--- src/rtl/dps_pkg.sv ---
package dps_pkg;
  typedef enum logic [1:0] {
    SET_FOLLOW   = 2'b00,
    SET_LRU_LEAD = 2'b01,
    SET_BIM_LEAD = 2'b10
  } set_class_e;
endpackage

--- src/rtl/dps_set_classifier.sv ---
module dps_set_classifier #(
  parameter int IDX_W = 10
) (
  input  logic [IDX_W-1:0] set_idx,
  output logic             is_lru,
  output logic             is_bim
);
  localparam int HALF = IDX_W / 2;

  logic [HALF-1:0] hi_part;
  logic [HALF-1:0] lo_part;

  assign hi_part = set_idx[IDX_W-1 -: HALF];
  assign lo_part = set_idx[HALF-1:0];
  assign is_lru  = (hi_part == lo_part);
  assign is_bim  = (hi_part == ~lo_part);

  // r3_: a set can never belong to both fixed samples
  always_comb begin
    p_disjoint_r3: assert (!(is_lru && is_bim) || $isunknown(set_idx));
  end
endmodule

--- src/rtl/dps_sat_counter.sv ---
module dps_sat_counter #(
  parameter int W = 10
) (
  input  logic clk,
  input  logic rst_n,
  input  logic inc,
  input  logic dec,
  output logic msb
);
  localparam logic [W-1:0] MAX_V = {W{1'b1}};
  localparam logic [W-1:0] MID_V = {1'b1, {(W-1){1'b0}}};

  logic [W-1:0] cnt;

  always_ff @(posedge clk or negedge rst_n) begin
    if (!rst_n) begin
      cnt <= MID_V;
    end else if (inc && !dec && cnt != MAX_V) begin
      cnt <= cnt + W'(1);
    end else if (dec && !inc && cnt != '0) begin
      cnt <= cnt - W'(1);
    end
  end

  assign msb = cnt[W-1];

  p_step_up_r6: assert property (@(posedge clk) disable iff (!rst_n)
    (inc && !dec && cnt != MAX_V) |=> cnt == $past(cnt) + W'(1));
  p_step_down_r6: assert property (@(posedge clk) disable iff (!rst_n)
    (dec && !inc && cnt != '0) |=> cnt == $past(cnt) - W'(1));
  p_hold_top_r7: assert property (@(posedge clk) disable iff (!rst_n)
    (inc && cnt == MAX_V) |=> cnt == MAX_V);
  p_hold_bottom_r7: assert property (@(posedge clk) disable iff (!rst_n)
    (dec && cnt == '0) |=> cnt == '0);
  p_idle_r8: assert property (@(posedge clk) disable iff (!rst_n)
    (!inc && !dec) |=> $stable(cnt));
endmodule

--- src/rtl/duel_policy_sel.sv ---
module duel_policy_sel #(
  parameter int SET_IDX_W = 10,
  parameter int CNT_W     = 10
) (
  input  logic                 clk,
  input  logic                 rst_n,
  input  logic                 acc_valid,
  input  logic [SET_IDX_W-1:0] acc_set,
  input  logic                 acc_miss,
  output logic [1:0]           set_class,
  output logic                 use_bimodal
);
  import dps_pkg::*;

  logic       is_lru;
  logic       is_bim;
  logic       cnt_msb;
  logic       miss_ok;
  set_class_e cls;

  dps_set_classifier #(.IDX_W(SET_IDX_W)) u_class (
    .set_idx (acc_set),
    .is_lru  (is_lru),
    .is_bim  (is_bim)
  );

  assign miss_ok = acc_valid && acc_miss;

  dps_sat_counter #(.W(CNT_W)) u_psel (
    .clk   (clk),
    .rst_n (rst_n),
    .inc   (miss_ok && is_lru),
    .dec   (miss_ok && is_bim),
    .msb   (cnt_msb)
  );

  always_comb begin
    if (is_lru)      cls = SET_LRU_LEAD;
    else if (is_bim) cls = SET_BIM_LEAD;
    else             cls = SET_FOLLOW;
  end

  always_comb begin
    unique case (cls)
      SET_LRU_LEAD: use_bimodal = 1'b0;
      SET_BIM_LEAD: use_bimodal = 1'b1;
      default:      use_bimodal = cnt_msb;
    endcase
  end

  assign set_class = cls;

  p_lru_fixed_r4: assert property (@(posedge clk) disable iff (!rst_n)
    (set_class == 2'b01) |-> !use_bimodal);
  p_bim_fixed_r4: assert property (@(posedge clk) disable iff (!rst_n)
    (set_class == 2'b10) |-> use_bimodal);
  p_class_onehot_r3: assert property (@(posedge clk) disable iff (!rst_n)
    $onehot0(set_class));
endmodule

--- config.mk ---
export PLATFORM = sky130hd
export DESIGN_NAME = duel_policy_sel
export DESIGN_NICKNAME = d
export VERILOG_FILES = /design/src/rtl/dps_pkg.sv /design/src/rtl/dps_set_classifier.sv /design/src/rtl/dps_sat_counter.sv /design/src/rtl/duel_policy_sel.sv
export SDC_FILE = /design/constraint.sdc
export NUM_CORES = 1
export LEC_CHECK = 0
export ABC_AREA = 1
export BUFFER_PORTS_ARGS = -buffer_cell sky130_fd_sc_hd__buf_2
export CAP_MARGIN = 20
export CORE_MARGIN = 1.5
export CORE_UTILIZATION = 56
export CTS_CLUSTER_DIAMETER = 150
export DETAILED_ROUTE_END_ITERATION = 16
export PLACE_DENSITY = 0.79
export SLEW_MARGIN = 20
export SYNTH_ARGS = -nofsm -noshare
export SYNTH_HDL_FRONTEND = slang
export SYNTH_SLANG_ARGS = --single-unit
--- constraint.sdc ---
create_clock -name clk -period 2.7 [get_ports clk]
set_input_delay 0.27 -clock clk [delete_from_list [all_inputs] [get_ports clk]]
set_output_delay 0.27 -clock clk [all_outputs]
set_load 0.05 [all_outputs]
Word level (Yosys, flattened, before mapping)

Index checks and enable logic that the tools add are counted.

Bits in registers: 10
Bits of input ports: 14
Output and inout bits: 3
Logic and storage cells: 25

Add/subtract/negate cells: 2
Eq/ne operators: 5
Multiplexer cells: 5
Bitwise operators: 1
Reduce and logical (&&, ||, !) cells: 11

Operators by type and width:

| operator                | count |
|---|---|
| $mux W10                | 2 |
| $add A10 B1 Y10 const B | 1 |
| $eq A5 B5 Y1            | 2 |
| $ne A10 B10 Y1 const B  | 1 |
| $reduce_bool A10 Y1     | 1 |
| $sub A10 B1 Y10 const B | 1 |
| $logic_and A1 B1 Y1     | 7 |
| $not A5 Y5              | 1 |
| $mux W2                 | 2 |
| $eq A2 B1 Y1 const B    | 1 |
| $eq A2 B2 Y1 const B    | 1 |
| $logic_not A1 Y1        | 2 |
| $pmux W1 S2             | 1 |
| $reduce_bool A2 Y1      | 1 |

Longest topological paths before layout

Depth after elaboration: 7
Mapped depth: 18
Mapped depth without buffers: 18

Modules after synthesis

A second synthesis with hierarchy kept.

Cell total of the unflattened synthesis: 184
Area total of the unflattened synthesis: 1,127.3 um^2

By module, submodules not included:

| module             | instances | cells an instance | area each (um^2) | sequential area each (um^2) |
|---|---|---|---|---|
| dps_sat_counter    | 1         | 137               | 929.6            | 251.5 |
| dps_set_classifier | 1         | 37                | 156.4            | 0.0 |
| duel_policy_sel    | 1         | 10                | 41.3             | 0.0 |

Least setup slack after synthesis

Ideal clock, no wire load.

Path kind: reg-to-reg
From: register u_psel.cnt[9]
To: register u_psel.cnt[6]
Library setup time: 117 ps
Arrival: 2,095 ps
Data required time: 2,583 ps
Path slack: 488 ps
Cell stages (with the launch flop): 12
Buffers on the path: 0
Clock period less this slack: 2,212 ps
Cell sequence: dfstp_2 -> nand2_1 -> nand3b_1 -> nand4_2 -> inv_1 -> fa_1 -> o21ai_0 -> a31oi_1 -> inv_1 -> nand2_1 -> nand3_1 -> nand2_2

Longest elaborated chain between the ends: 3
Elaborated cells between the ends (all ways): 6
Classes of those cells: eq/ne (1); mux (1); reduce/logical (4)

Ends and longest elaborated chain:

| item                                                  | RTL line                                     | RTL |
|---|---|---|
| start: declaration                                    | dps_sat_counter.sv:13                        | `logic [W-1:0] cnt;` |
| start signal: assignment                              | dps_sat_counter.sv:19                        | `cnt <= cnt + W'(1);` |
| start signal: assignment                              | dps_sat_counter.sv:21                        | `cnt <= cnt - W'(1);` |
| $ne A10 B10 Y1 or $reduce_bool A10 Y1 (tied branches) | dps_sat_counter.sv:18, dps_sat_counter.sv:20 |  |
| $logic_and A1 B1 Y1 (on tied branches)                | dps_sat_counter.sv:18, dps_sat_counter.sv:20 |  |
| $mux W10 or $reduce_bool A2 Y1 (tied branches)        | -                                            |  |

Parallel ways exist; a longest one is shown, timed or not.
A chain may end at the register's enable or synchronous reset.

Worst setup path in the final report

Same ends and word-level chain as after synthesis.

==> out/metrics.yaml <==
outcome:
  status: "complete, no violations"
logic_synthesis:
  syn_avg_cell_area_um2: 6.77
  synthAdderAreaFrac: 0.109
  ys_async_sr_fraction: 1.00
  synthTopCellsByArea: "dfrtp_1 (20%), nand2_1 (17%), ha_1 (9.1%)"
  synth.top_cells.by_count: "nand2_1 (51), inv_1 (22), nor2_1 (15)"
  synth_seq_cells: 10
  synthMuxAreaShare: 0
  netlist_instances: 163
  synth_top_family_by_area: "simple AND/OR/NAND/NOR gates"
  ys_seq_area_frac: 0.228
  synth_edf_count: 0
  synth-compound-area-share: 0.104
  syn_nets: 186
  synth_cell_type_count: 27
  yosys_warnings: 0
  dominantRegCellSynth: "dfrtp_1"
  synth_top_cell_by_area: "dfrtp_1"
  yosysMostFrequentCell: "nand2_1"
  syn_area_um2: 1100
  yosys.area_share.simple: 0.389
  netlist.area_leader.share: 0.204
  synth_xor_area_frac: 0.0556
timing:
  hold_violations: 0
  final_max_slew_viol_count: 0
  layout_setup_ws_ns: 0.341
  tightestPinTransition_ns: 0.338
  slew_headroom: 0.773
  final.setup.tns_ns: 0
  fin_crit_sh: 0.874
  finClkSkew_ns: 0.000493
  clock.fmax_mhz: 424
  period_needed_ns: 2.36
  rsz0062_at_grt: "no"
  setup_viol: 0
finish:
  fin_nets: 206
  regMostFlops: "u_psel.cnt"
  syn_to_final_growth_pct: 12.6
  multi_input_comb_area_um2: 734
  diodes: 0
  largest_reg_flops: 10
  reg_top3: "u_psel.cnt: 10 flops"
  regArea_um2: 251
  fillers: 157
  drive_above_1_share: 0.247
detailed_routing:
  drt-initial-drc-count: 32
  drt-wirelength-per-cell_um: 11.2
  ant_nets: 0
  drt-pass1-iter-count: 4
  drc_errors: 0
  routed_wl_um: 2310
  vias_per_cell: 4.97
  vias: 1028
grt:
  use_met3: 0.0577
  grt_pass1_vias: 921
  grtUsageMet2: 0.405
  top_usage_layer: "met2"
  antenna_found_initial: 0
  grtUsageMet1: 0.301
  grt_pass1_wl_um: 3750
  grt_usage: 0.236
  grt-ovfl-total: 0
  grt_max_degree: 16
critical_path:
  path_cells: "nand2_1 > nand3b_1 > nand4_4 > inv_1 > fa_1 > o21ai_1 > a31oi_1 > inv_1 > nand2_1 > nand3_1 > nand2_2"
  worstSetupEndpointType: "flop"
  cp_max_fo: 11
  cp_slowest_cell: "dfstp_2"
  critical_path_buf_inv_count: 2
  start_kind: "flop"
  crit_family: "simple AND/OR/NAND/NOR gates"
  arrival_ns: 2.53
  path_class: "reg -> reg"
  crit_path_max_incr_delay_ns: 0.56
  r2r_setup_slack_ns: 0.34
  cp.required_ns: 2.87
pwr:
  p_per_area_nw_per_um2: 1070
  power.leakage_nw: 0.694
  vdd_drop_max_mv: 0.631
floorplanning:
  initial_core_util: 0.619
  pin_count: 17
  rows: 15
  core_area_um2: 1780
  die_w_um: 47.4
  die_area_um2: 2250
  chipHeight_um: 47.4
clock_network:
  insertion_delay_ns: 0.27
  path_clk_slew_ns: 0.07
  cts_tree: "done"
  root_buffer: "clkbuf_4"
  cts_max_path_buffers: 2
  cts_max_level: 1
  cts_buffers: 3
  cts_setup_buffers: 0
  cts.sinks: 10
place:
  dpl_worst_slack_ns: 0.190
  numPortBuffers: 16
  dp_hpwl_um: 1880
  place_congestion: 0.948
flow_run:
  max_cap_viol_count: 0
worst_hold_path:
  hp-class: "in -> async"
[timing repair]
item / in CTS / in global routing
hold endpoints to repair: 9 / 0
endpoints found under the setup margin: 0 / 2
hold buffers: 1 / 0
gates resized for setup: 0 / 2
[power by group]
part	leakage [nW]	internal, mW	switching [mW]
Combinational	0.546	0.357	0.522
Sequential	0.127	0.219	0.0877
Clock	0.0210	0.0820	0.0567
[area by class of cell]
class                           instances  area share
Timing Repair Buffer                   17      0.0725
Multi-Input combinational cell        126       0.591
Inverter                               25      0.0796
Tap cell                               25      0.0252
Sequential cell                        10       0.202
Clock buffer                            4      0.0292
[path summary, 6_finish.rpt]
| kind | start | end | cells after the start |
|---|---|---|---|
| max in group asynchronous | rst_n | u_psel.cnt[9]$_DFFE_PN1P_ | 2 |
| worst max register to register | u_psel.cnt[9]$_DFFE_PN1P_ | u_psel.cnt[6]$_DFFE_PN0P_ | 11 |
| worst min register to register | u_psel.cnt[9]$_DFFE_PN1P_ | u_psel.cnt[9]$_DFFE_PN1P_ | 2 |
| min in group clk | u_psel.cnt[9]$_DFFE_PN1P_ | u_psel.cnt[9]$_DFFE_PN1P_ | 2 |
| worst max-delay path | u_psel.cnt[9]$_DFFE_PN1P_ | u_psel.cnt[6]$_DFFE_PN0P_ | 11 |
| worst min-delay path | rst_n | u_psel.cnt[3]$_DFFE_PN0P_ | 2 |
[routing by layer]
layer,vias to the layer above,share of wire
li1,547,-
met1,464,0.47
met2,15,0.49
met3,2,0.034
met4,0,0.0030
met5,-,0
[layout by cell type, fill, tap and decap left out, types with 2 or more instances in the layout]
master	instances
a21oi_1	6
buf_2	16
clkbuf_4	3
dfrtp_1	9
ha_1	8
inv_1	22
inv_2	2
nand2_1	51
nand2_2	7
nand3_1	11
nor2_1	15
nor2_2	2
nor2_4	2
o21ai_2	7
xnor2_1	4
xor2_1	3
[cells by family (layout without fill, tap and decap cells)]
kind of cell    count (synthesis)  after routing
fa+ha+maj                       9              9
xor+xnor                        7              7
simple gates                   93             93
flops                          10             10
buf+inv                        27             46
compound gates                 17             17
[through the flow]
| step | instance area [um^2] | total power [mW] | instances | hold slack, ns | utilization |
|---|---|---|---|---|---|
| 2_1_floorplan | 1100 | 1.01 | 163 | -0.0256 | - |
| 3_3_place_gp | 1190 | 1.15 | 202 | 0.142 | 0.666 |
| 3_5_place_dp | 1190 | 1.17 | 202 | 0.146 | 0.666 |
| 4_1_cts | 1230 | 1.32 | 207 | 0.386 | 0.692 |
| 5_1_grt | 1240 | 1.46 | 207 | 0.422 | 0.697 |
| 6_report | 1240 | 1.32 | 207 | 0.390 | 0.697 |
No activity file was read; power rests on OpenSTA's default activity.
